### src/rtl/qclk_pkg.sv
package qclk_pkg;

    typedef enum logic [2:0] {
        ST_RUN,
        ST_WARMUP,
        ST_ALIGN,
        ST_DRAIN,
        ST_PARKED,
        ST_RESTART
    } qclk_state_t;

    // Mode codes 3..6 are RC / external-clock modes needing only a short count
    function automatic logic mode_is_fast(input logic [2:0] code);
        return (code >= 3'd3) && (code <= 3'd6);
    endfunction

endpackage

### src/rtl/qclk_edge_tick.sv
module qclk_edge_tick #(
    parameter int STAGES = 2
) (
    input  logic clk,
    input  logic rst_n,
    input  logic raw,
    output logic tick
);
    localparam int MSB = STAGES - 1;

    logic [MSB:0] sync_q;
    logic         prev_q;

    generate
        if (STAGES == 1) begin : g_one
            always_ff @(posedge clk or negedge rst_n) begin
                if (!rst_n) sync_q <= '0;
                else        sync_q <= raw;
            end
        end else begin : g_many
            always_ff @(posedge clk or negedge rst_n) begin
                if (!rst_n) sync_q <= '0;
                else        sync_q <= {sync_q[MSB-1:0], raw};
            end
        end
    endgenerate

    always_ff @(posedge clk or negedge rst_n) begin
        if (!rst_n) prev_q <= 1'b0;
        else        prev_q <= sync_q[MSB];
    end

    assign tick = sync_q[MSB] & ~prev_q;

    // a rising edge produces one single-cycle pulse
    a_r2_tick_single: assert property (@(posedge clk) disable iff (!rst_n)
        tick |=> !tick);

endmodule

### src/rtl/qclk_phase_ring.sv
module qclk_phase_ring #(
    parameter int NPHASE = 4
) (
    input  logic              clk,
    input  logic              rst_n,
    input  logic              adv,
    output logic [NPHASE-1:0] q
);
    localparam logic [NPHASE-1:0] FIRST = NPHASE'(1);

    always_ff @(posedge clk or negedge rst_n) begin
        if (!rst_n)   q <= FIRST;
        else if (adv) q <= {q[NPHASE-2:0], q[NPHASE-1]};
    end

    a_r2_one_hot: assert property (@(posedge clk) disable iff (!rst_n)
        $onehot(q));

    a_r2_hold_without_tick: assert property (@(posedge clk) disable iff (!rst_n)
        !adv |=> $stable(q));

endmodule

### src/rtl/qclk_settle_count.sv
module qclk_settle_count #(
    parameter int SHORT_WAIT = 8,
    parameter int LONG_WAIT  = 1024
) (
    input  logic clk,
    input  logic rst_n,
    input  logic run,
    input  logic tick,
    input  logic long_sel,
    output logic done
);
    localparam int CW = $clog2(LONG_WAIT);

    logic [CW-1:0] cnt;
    logic [CW:0]   lim;

    assign lim  = long_sel ? (CW+1)'(LONG_WAIT) : (CW+1)'(SHORT_WAIT);
    assign done = run & tick & ({1'b0, cnt} == lim - 1'b1);

    always_ff @(posedge clk or negedge rst_n) begin
        if (!rst_n)        cnt <= '0;
        else if (!run)     cnt <= '0;
        else if (tick)     cnt <= cnt + 1'b1;
    end

    // the count never passes its limit while it runs
    a_r3_within_limit: assert property (@(posedge clk) disable iff (!rst_n)
        run |-> ({1'b0, cnt} < lim));

endmodule

### src/rtl/qclk_switch.sv
module qclk_switch
    import qclk_pkg::*;
#(
    parameter int SYNC_STAGES = 2,
    parameter int SHORT_WAIT  = 8,
    parameter int LONG_WAIT   = 1024,
    parameter int NPHASE      = 4
) (
    input  logic              clk,
    input  logic              rst_n,
    input  logic              main_osc,
    input  logic              sec_osc,
    input  logic              sel_main,
    input  logic [2:0]        osc_mode,
    input  logic              sleep_req,
    input  logic              wk_ext,
    input  logic              wk_wdt,
    input  logic              wk_irq,
    output logic [NPHASE-1:0] q,
    output logic              switching,
    output logic              main_en,
    output logic              sec_en
);
    localparam logic [NPHASE-1:0] PH_FIRST = NPHASE'(1);
    localparam logic [NPHASE-1:0] PH_LAST  = PH_FIRST << (NPHASE - 1);

    qclk_state_t st, st_nx;
    logic        cur_main;
    logic        mtick_raw, mtick, stick;
    logic        adv, boundary;
    logic        wait_run, wait_done;
    logic        wake;

    qclk_edge_tick #(.STAGES(SYNC_STAGES)) u_main_edge (
        .clk(clk), .rst_n(rst_n), .raw(main_osc), .tick(mtick_raw));
    qclk_edge_tick #(.STAGES(SYNC_STAGES)) u_sec_edge (
        .clk(clk), .rst_n(rst_n), .raw(sec_osc), .tick(stick));

    assign mtick    = mtick_raw & main_en;
    assign boundary = adv & q[NPHASE-1];
    assign wake     = wk_ext | wk_wdt | wk_irq;

    qclk_settle_count #(.SHORT_WAIT(SHORT_WAIT), .LONG_WAIT(LONG_WAIT)) u_settle (
        .clk(clk), .rst_n(rst_n), .run(wait_run), .tick(mtick),
        .long_sel(!mode_is_fast(osc_mode)), .done(wait_done));

    qclk_phase_ring #(.NPHASE(NPHASE)) u_ring (
        .clk(clk), .rst_n(rst_n), .adv(adv), .q(q));

    // next-state logic
    always_comb begin
        st_nx = st;
        unique case (st)
            ST_RUN: begin
                if (sleep_req)                  st_nx = ST_DRAIN;
                else if (sel_main != cur_main)  st_nx = sel_main ? ST_WARMUP : ST_ALIGN;
            end
            ST_WARMUP: begin
                if (!sel_main)                  st_nx = ST_RUN;
                else if (wait_done)             st_nx = ST_ALIGN;
            end
            ST_ALIGN:   if (boundary)  st_nx = ST_RUN;
            ST_DRAIN:   if (boundary)  st_nx = ST_PARKED;
            ST_PARKED:  if (wake)      st_nx = cur_main ? ST_RESTART : ST_RUN;
            ST_RESTART: if (wait_done) st_nx = ST_RUN;
            default:                   st_nx = ST_RUN;
        endcase
    end

    // state register
    always_ff @(posedge clk or negedge rst_n) begin
        if (!rst_n) begin
            st       <= ST_RUN;
            cur_main <= 1'b0;
        end else begin
            st <= st_nx;
            if (st == ST_ALIGN && boundary) cur_main <= ~cur_main;
        end
    end

    // outputs
    always_comb begin
        switching = 1'b0;
        main_en   = cur_main;
        sec_en    = 1'b1;
        adv       = cur_main ? mtick_raw : stick;
        wait_run  = 1'b0;
        unique case (st)
            ST_WARMUP: begin
                switching = 1'b1;
                main_en   = 1'b1;
                wait_run  = 1'b1;
            end
            ST_ALIGN: begin
                switching = 1'b1;
                main_en   = 1'b1;
            end
            ST_PARKED: begin
                main_en = 1'b0;
                sec_en  = 1'b0;
                adv     = 1'b0;
            end
            ST_RESTART: begin
                main_en  = 1'b1;
                sec_en   = 1'b0;
                adv      = 1'b0;
                wait_run = 1'b1;
            end
            default: ;
        endcase
    end

    // the source flips only as Q4 steps to Q1
    a_r5_flip_at_boundary: assert property (@(posedge clk) disable iff (!rst_n)
        !$stable(cur_main) |-> (q == PH_FIRST && $past(q) == PH_LAST));

    // parked means Q1 and both oscillators off
    a_r8_parked_q1: assert property (@(posedge clk) disable iff (!rst_n)
        (st == ST_PARKED) |-> (q == PH_FIRST && !main_en && !sec_en));

    // phases stay frozen at Q1 while the main oscillator restarts
    a_r9_restart_frozen: assert property (@(posedge clk) disable iff (!rst_n)
        (st == ST_RESTART) |-> (q == PH_FIRST && !switching));

    // dropping the select during warm-up abandons the switch
    a_r7_abort: assert property (@(posedge clk) disable iff (!rst_n)
        (st == ST_WARMUP && !sel_main) |=> (!switching && !main_en));

    // a completed switch ends at Q1
    a_r10_flag_ends_q1: assert property (@(posedge clk) disable iff (!rst_n)
        ($fell(switching) && $past(st) == ST_ALIGN) |-> (q == PH_FIRST));

endmodule

### config.mk
export PLATFORM = sky130hd
export DESIGN_NAME = qclk_switch
export DESIGN_NICKNAME = d
export VERILOG_FILES = /design/src/rtl/qclk_pkg.sv /design/src/rtl/qclk_edge_tick.sv /design/src/rtl/qclk_phase_ring.sv /design/src/rtl/qclk_settle_count.sv /design/src/rtl/qclk_switch.sv
export SDC_FILE = /design/constraint.sdc
export NUM_CORES = 1
export LEC_CHECK = 0
export ABC_AREA = 1
export BUFFER_PORTS_ARGS = -buffer_cell sky130_fd_sc_hd__buf_2
export CAP_MARGIN = 20
export CORE_UTILIZATION = 59
export CTS_CLUSTER_SIZE = 40
export DETAILED_ROUTE_END_ITERATION = 6
export PLACE_DENSITY_LB_ADDON = 0.12
export SKIP_LAST_GASP = 1
export SLEW_MARGIN = 10
export SYNTH_ARGS = -nofsm -noshare
export SYNTH_HDL_FRONTEND = slang
export SYNTH_SLANG_ARGS = --single-unit
export TNS_END_PERCENT = 50
### constraint.sdc
create_clock -name clk -period 2.3 [get_ports clk]
set_clock_uncertainty 0.2 [all_clocks]
set_input_delay 0.115 -clock clk [delete_from_list [all_inputs] [get_ports clk]]
set_output_delay 0.115 -clock clk [all_outputs]
set_load 0.005 [all_outputs]
==> impl_metrics.toml, run 1 <==
[status]
status = "completed"

[sta]
fin_ws_ps = 630.5
finalCritPeriodShare_pct = 72.59
setup_viol = 0
hold_ws_ps = 25.20
slew_violations = 0
slew_headroom_pct = 66.00
rsz0062_at_grt = "no"
clock.fmax_mhz = 599.0
hold_viol = 0
setup_tns_ps = 0
period_minus_slack_ps = 1669
tightest_slew_ps = 510.0

[critical_path]
arrival_ps = 1350
cp-start-kind = "flip-flop"
reg2regPathDepth = 10
r2r_end = "st[2]$_DFFE_PN0P_"
crit_start = "st[2]$_DFFE_PN0P_"
reg2reg_from = "u_main_edge.prev_q$_DFF_PN0_"
cp_max_fo = 6
crit_type = "reg2out"
rrSetupSlack_ps = 690
worstPathRequired_ps = 1990
cp-end-kind = "output port"

[clock_tree]
cts.clk_slew.worst_paths_ps = 140
clk_path_buf_depth = 2
clk_latency_ps = 330
cts_root_buf = "clkbuf_4"
cts.htree.levels = 1
clock_sinks = 24
numCtsBuffers = 3
ctsResizeCount = 0
cts_tree = "built"

[synthesis]
syn_inst = 155
ys_top_cells_by_area = "dfrtp_1, nand2_1, inv_1, o21ai_0, nand3_1"
synth_edf_count = 0
synth_warnings = 0
yosysSeqAreaShare_pct = 48.49
synth_cell_types = 25
synth_area_per_cell_um2 = 8.008
ys_ff_latch = 24
synth_area_um2 = 1241
syn_nets = 168
async_flop_share_pct = 100.0
synth_top_area_share_pct = 46.37
synth_top_cell_by_area = "dfrtp_1"
ys.flop_type = "dfrtp_1"

[placed_design]
dp.final_hpwl_um = 1771
gp_congestion = 0.7966
port_buffers = 18
pre_cts_slack_ps = 717.8

[job]
cap_violations = 0

[routing]
wl_um = 2486
drt_iter0_drc = 45
vias_per_cell = 5.173
vias = 1076
drtPass1Iterations = 4
drc_errors = 0
wl_per_cell_um = 11.95
ant_nets = 0

[final_layout]
nFillCells = 163
nets = 195
final_core_util_pct = 74.30
multi_input_area_um2 = 523.0
seq_area_um2 = 601.8
mostFrequentLayoutCell = "nand2_1"
n_antenna_cell = 0
drive_gt1_share_pct = 20.44
area_delta_synth_final_pct = 17.44
mostFrequentLayoutCells = "nand2_1, inv_1, dfrtp_1"

[global_routing]
grt_start_max_net_pins = 25
antenna_found_initial = 0
grt.total_usage_pct = 24.96
overflow = 0
grt_pass1_vias = 931
grt_pass1_wl_um = 3870

[die]
rows = 16
die_h_um = 47.87
dieArea_um2 = 2291
core_um2 = 1962
start_util_pct = 63.27
ios = 19
die_w_um = 47.87

[pwr]
powerDensity_nw_per_um2 = 806.7
max-vdd-ir-drop_mv = 0.5679
p_leak_uw = 0.0007273

[min_path]
min_delay_path_depth = 5
hp-start = "sel_main"
whs_endpoint = "st[0]$_DFFE_PN0P_"
hp-class = "in2reg"
==> cell usage after synthesis, types with 2 or more instances <==
library cell	n
nor3_2	2
a21oi_1	8
inv_1	29
nor3_1	2
dfrtp_1	23
nand3_1	9
nand2_1	35
inv_2	2
nor2_1	7
o21ai_0	17
nor2_4	2
o21a_1	2
nand2_2	5
==> per-stage QoR <==
| step | cells | area, um^2 | total power, uW |
|---|---|---|---|
| after floorplan | 155 | 1241 | 755.7 |
| after global placement | 200 | 1365 | 853.3 |
| after detailed placement | 200 | 1365 | 858.5 |
| after CTS | 208 | 1458 | 1172 |
| after global routing | 208 | 1458 | 1248 |
| final | 208 | 1458 | 1176 |
==> critical path: stages (launching register included) <==
cell	delay [ps]
dfrtp_1	480
nand2_2	120
nor2_1	190
o211ai_1	110
buf_2	140
==> worst max path at each step <==
stage / cells past startpoint / slack, ps / end
after global routing: 8 / 440 / u_settle.cnt[6]$_DFFE_PN0P_
after floorplan: 10 / 850 / st[2]$_DFFE_PN0P_
final: 4 / 630 / main_en
after global placement: 9 / 730 / st[1]$_DFFE_PN0P_
after detailed placement: 10 / 720 / st[2]$_DFFE_PN0P_
after CTS: 4 / 650 / main_en
==> power by group <==
part           switching, uW  internal [uW]
combinational            228            136
clock                    134            176
sequential              41.6            460
==> area by class of cell <==
cell class              instances  area share [%]
flip-flops and latches         24           41.29
multi-input cells             100           35.88
repair buffers                 22           8.927
inverters                      31           7.983
well taps                      27           2.318
clock inverters                 1           2.060
clock buffers                   3           1.545
==> cells by family after synthesis <==
family,synth area share (%)
flops,48.49
simple gates,25.51
compound gates,14.92
buf+inv,9.375
fa+ha+maj,1.008
xor+xnor,0.7058
==> registers in the layout (all words and copies together), names as in the netlist <==
signal	flops
st	3
u_main_edge.sync_q	2
u_sec_edge.prev_q	1
u_main_edge.prev_q	1
u_sec_edge.sync_q	2
u_ring.q	4
u_settle.cnt	10
cur_main	1
==> per-layer routing <==
metal / global-route usage (%) / vias to the layer above / wire length (um)
met2: 37.57 / 36 / 1198
met3: 5.283 / 2 / 151
met4: 10.00 / 0 / 13
met5: 0 / - / 0
li1: - / 548 / -
met1: 35.18 / 490 / 1122
==> repair_timing <==
| item | in CTS | in global routing |
|---|---|---|
| hold buffers | 4 | 0 |
| setup buffers | 0 | 0 |
| endpoints found under the hold margin | 27 | 0 |
Note: power is estimated with default switching activity, not from simulation.
==> run 2, diff against run 1 <==
--- a/config.mk
+++ b/config.mk
@@ -8,7 +8,7 @@
 export ABC_AREA = 1
 export BUFFER_PORTS_ARGS = -buffer_cell sky130_fd_sc_hd__buf_2
 export CAP_MARGIN = 20
-export CORE_UTILIZATION = 59
+export CORE_UTILIZATION = 55
 export CTS_CLUSTER_SIZE = 40
 export DETAILED_ROUTE_END_ITERATION = 6
 export PLACE_DENSITY_LB_ADDON = 0.12
==> constraint.sdc (replaced) <==
create_clock -name clk -period 1.75 [get_ports clk]
set_clock_uncertainty 0.2 [all_clocks]
set_input_delay 0.0875 -clock clk [delete_from_list [all_inputs] [get_ports clk]]
set_output_delay 0.0875 -clock clk [all_outputs]
set_load 0.005 [all_outputs]
==> run 2 against run 1 <==
Net effect:
- via count decreased by 1.8%
- cell area increased by 1.2%
- routed wire length decreased by 8.3%
- critical path depth unchanged
- clock-buffer cell count unchanged
- clock power increased by 27%
- global-route usage decreased by 3.4 points
- power increased by 31%
- sequential power increased by 32%
- flip-flop and latch count unchanged
- core utilization decreased by 2.1 points
- highest routed layer unchanged
==> impl_metrics.toml, run 2 (synthesis gave the netlist of run 1 again) <==
[placed_design]
port_buffers = 18
dpl_cell_area_um2 = 1373
dp.final_hpwl_um = 1723
dp.cells = 201
gp_congestion = 0.9220

[routing]
drc_errors = 0
vias = 1057
wl_um = 2280
vias_per_cell = 5.033
wl_per_cell_um = 10.86
ant_nets = 0
drt_iter0_drc = 24
drtPass1Iterations = 4

[clock_tree]
clk_latency_ps = 310
cts_root_buf = "clkbuf_4"
cts.clk_slew.worst_paths_ps = 130
ctsResizeCount = 0
hold_buffers = 5
cts.htree.levels = 1
cts_setup_buffers = 0
numCtsBuffers = 3
clk_path_buf_depth = 2
clock_sinks = 24
cts_tree = "built"

[sta]
slew_headroom_pct = 65.07
setup_viol = 0
hold_viol = 0
slew_violations = 0
setup_tns_ps = 0
finalCritPeriodShare_pct = 91.83
rsz0062_at_grt = "no"
tightest_slew_ps = 523.9
clock.fmax_mhz = 622.2
period_minus_slack_ps = 1607

[critical_path]
cp-end-kind = "output port"
crit_chain = "nand2_2, nor2_1, o211ai_1, buf_2"
cp_slowest_cell = "dfrtp_1"
worstPathRequired_ps = 1460
cpPeakStageDelay_ps = 470
arrival_ps = 1320
crit_type = "reg2out"
cp_max_fo = 6
cp-start-kind = "flip-flop"
reg2regPathDepth = 10

[die]
die_h_um = 49.51
die_w_um = 49.51
dieArea_um2 = 2451
ios = 19
rows = 16
core_um2 = 2042
start_util_pct = 60.78

[pwr]
p_clk_share_pct = 25.7
max-vdd-ir-drop_mv = 0.6915
switching_share_pct = 33.23
p_leak_uw = 0.0007358
total_power_uw = 1536
switching_power_uw = 510.6
powerDensity_nw_per_um2 = 1041
pwr-share-seq_pct = 43.1
comb_power_share_pct = 31.2
intPower_uw = 1026

[final_layout]
max_flop_register = "u_settle.cnt"
largest_reg_flops = 10
n_antenna_cell = 0
area_delta_synth_final_pct = 18.85
nets = 197
mostFrequentLayoutCells = "nand2_1, inv_1, dfrtp_1"
reg.largest.list = "u_settle.cnt: 10 flops, u_ring.q: 4 flops, st: 3 flops"
drive_gt1_share_pct = 20.77
layout.cells.non_filler = 210
fin_area_um2 = 1475
mostFrequentLayoutCell = "nand2_1"

[global_routing]
grt.total_usage_pct = 21.59
overflow = 0
grt_start_max_net_pins = 25
use_met3_pct = 6.481
use_met2_pct = 38.58
grt_pass1_vias = 999
top_usage_layer = "met2"
grt_pass1_wl_um = 3939
antenna_found_initial = 0
use_met1_pct = 25.66

[job]
cap_violations = 0

[status]
status = "completed"

[min_path]
hp-class = "in2async"
==> run 2: cell types whose count changed in the layout (fill, tap and decap cells not counted) <==
cell,delta
dlygate4sd3_1,+1
buf_4,+1
==> run 2: stage by stage <==
stage	setup slack (ps)	utilization, %	hold WS, ps
after floorplan	304.9	-	-408.1
after global placement	199.6	67.22	-110.3
after detailed placement	149.2	67.22	-106.7
after CTS	119.3	72.24	66.09
after global routing	16.26	72.24	101.2
final	142.9	72.24	61.19
==> run 2: power groups by stage <==
stage / registers [uW] / clock network [uW] / logic (uW)
global placement: 672 / 0 / 455
finish: 662 / 395 / 479
CTS: 663 / 410 / 483
global route: 671 / 427 / 553
floorplan: 657 / 0 / 336
detailed placement: 671 / 0 / 475
==> run 2: cell type report <==
class / count / area [um^2]
sequential: 24 / 601.8
fill: 168 / 566.8
multi-input combinational: 100 / 523.0
timing repair buffer: 24 / 147.6
inverter: 31 / 116.4
tap: 27 / 33.78
clock inverter: 1 / 30.03
clock buffer: 3 / 22.52
==> run 2: worst max-delay path: cells and delay by family (launching register included) <==
family / cells / cell delay, ps
buffers and inverters: 1 / 130
AND/OR/NAND/NOR: 2 / 300
AO/OA/AOI/OAI: 1 / 100
flip-flops: 1 / 470
==> run 2: per-layer routing <==
| metal | vias to the layer above | part of all wire [%] |
|---|---|---|
| met5 | - | 0 |
| met4 | 0 | 0.44 |
| met3 | 2 | 3.2 |
| met2 | 16 | 48 |
| met1 | 489 | 49 |
| li1 | 550 | - |
==> run 2: final timing paths <==
kind / slack, ps / to / startpoint
min in group clk: 120 / st[1]$_DFFE_PN0P_ / wk_irq
min: 60 / u_settle.cnt[6]$_DFFE_PN0P_ / rst_n
max: 140 / main_en / st[2]$_DFFE_PN0P_
max in group asynchronous: 920 / u_ring.q[0]$_DFFE_PN1P_ / rst_n
max reg2reg: 150 / st[0]$_DFFE_PN0P_ / u_main_edge.prev_q$_DFF_PN0_
min reg2reg: 170 / u_sec_edge.sync_q[1]$_DFF_PN0_ / u_sec_edge.sync_q[0]$_DFF_PN0_
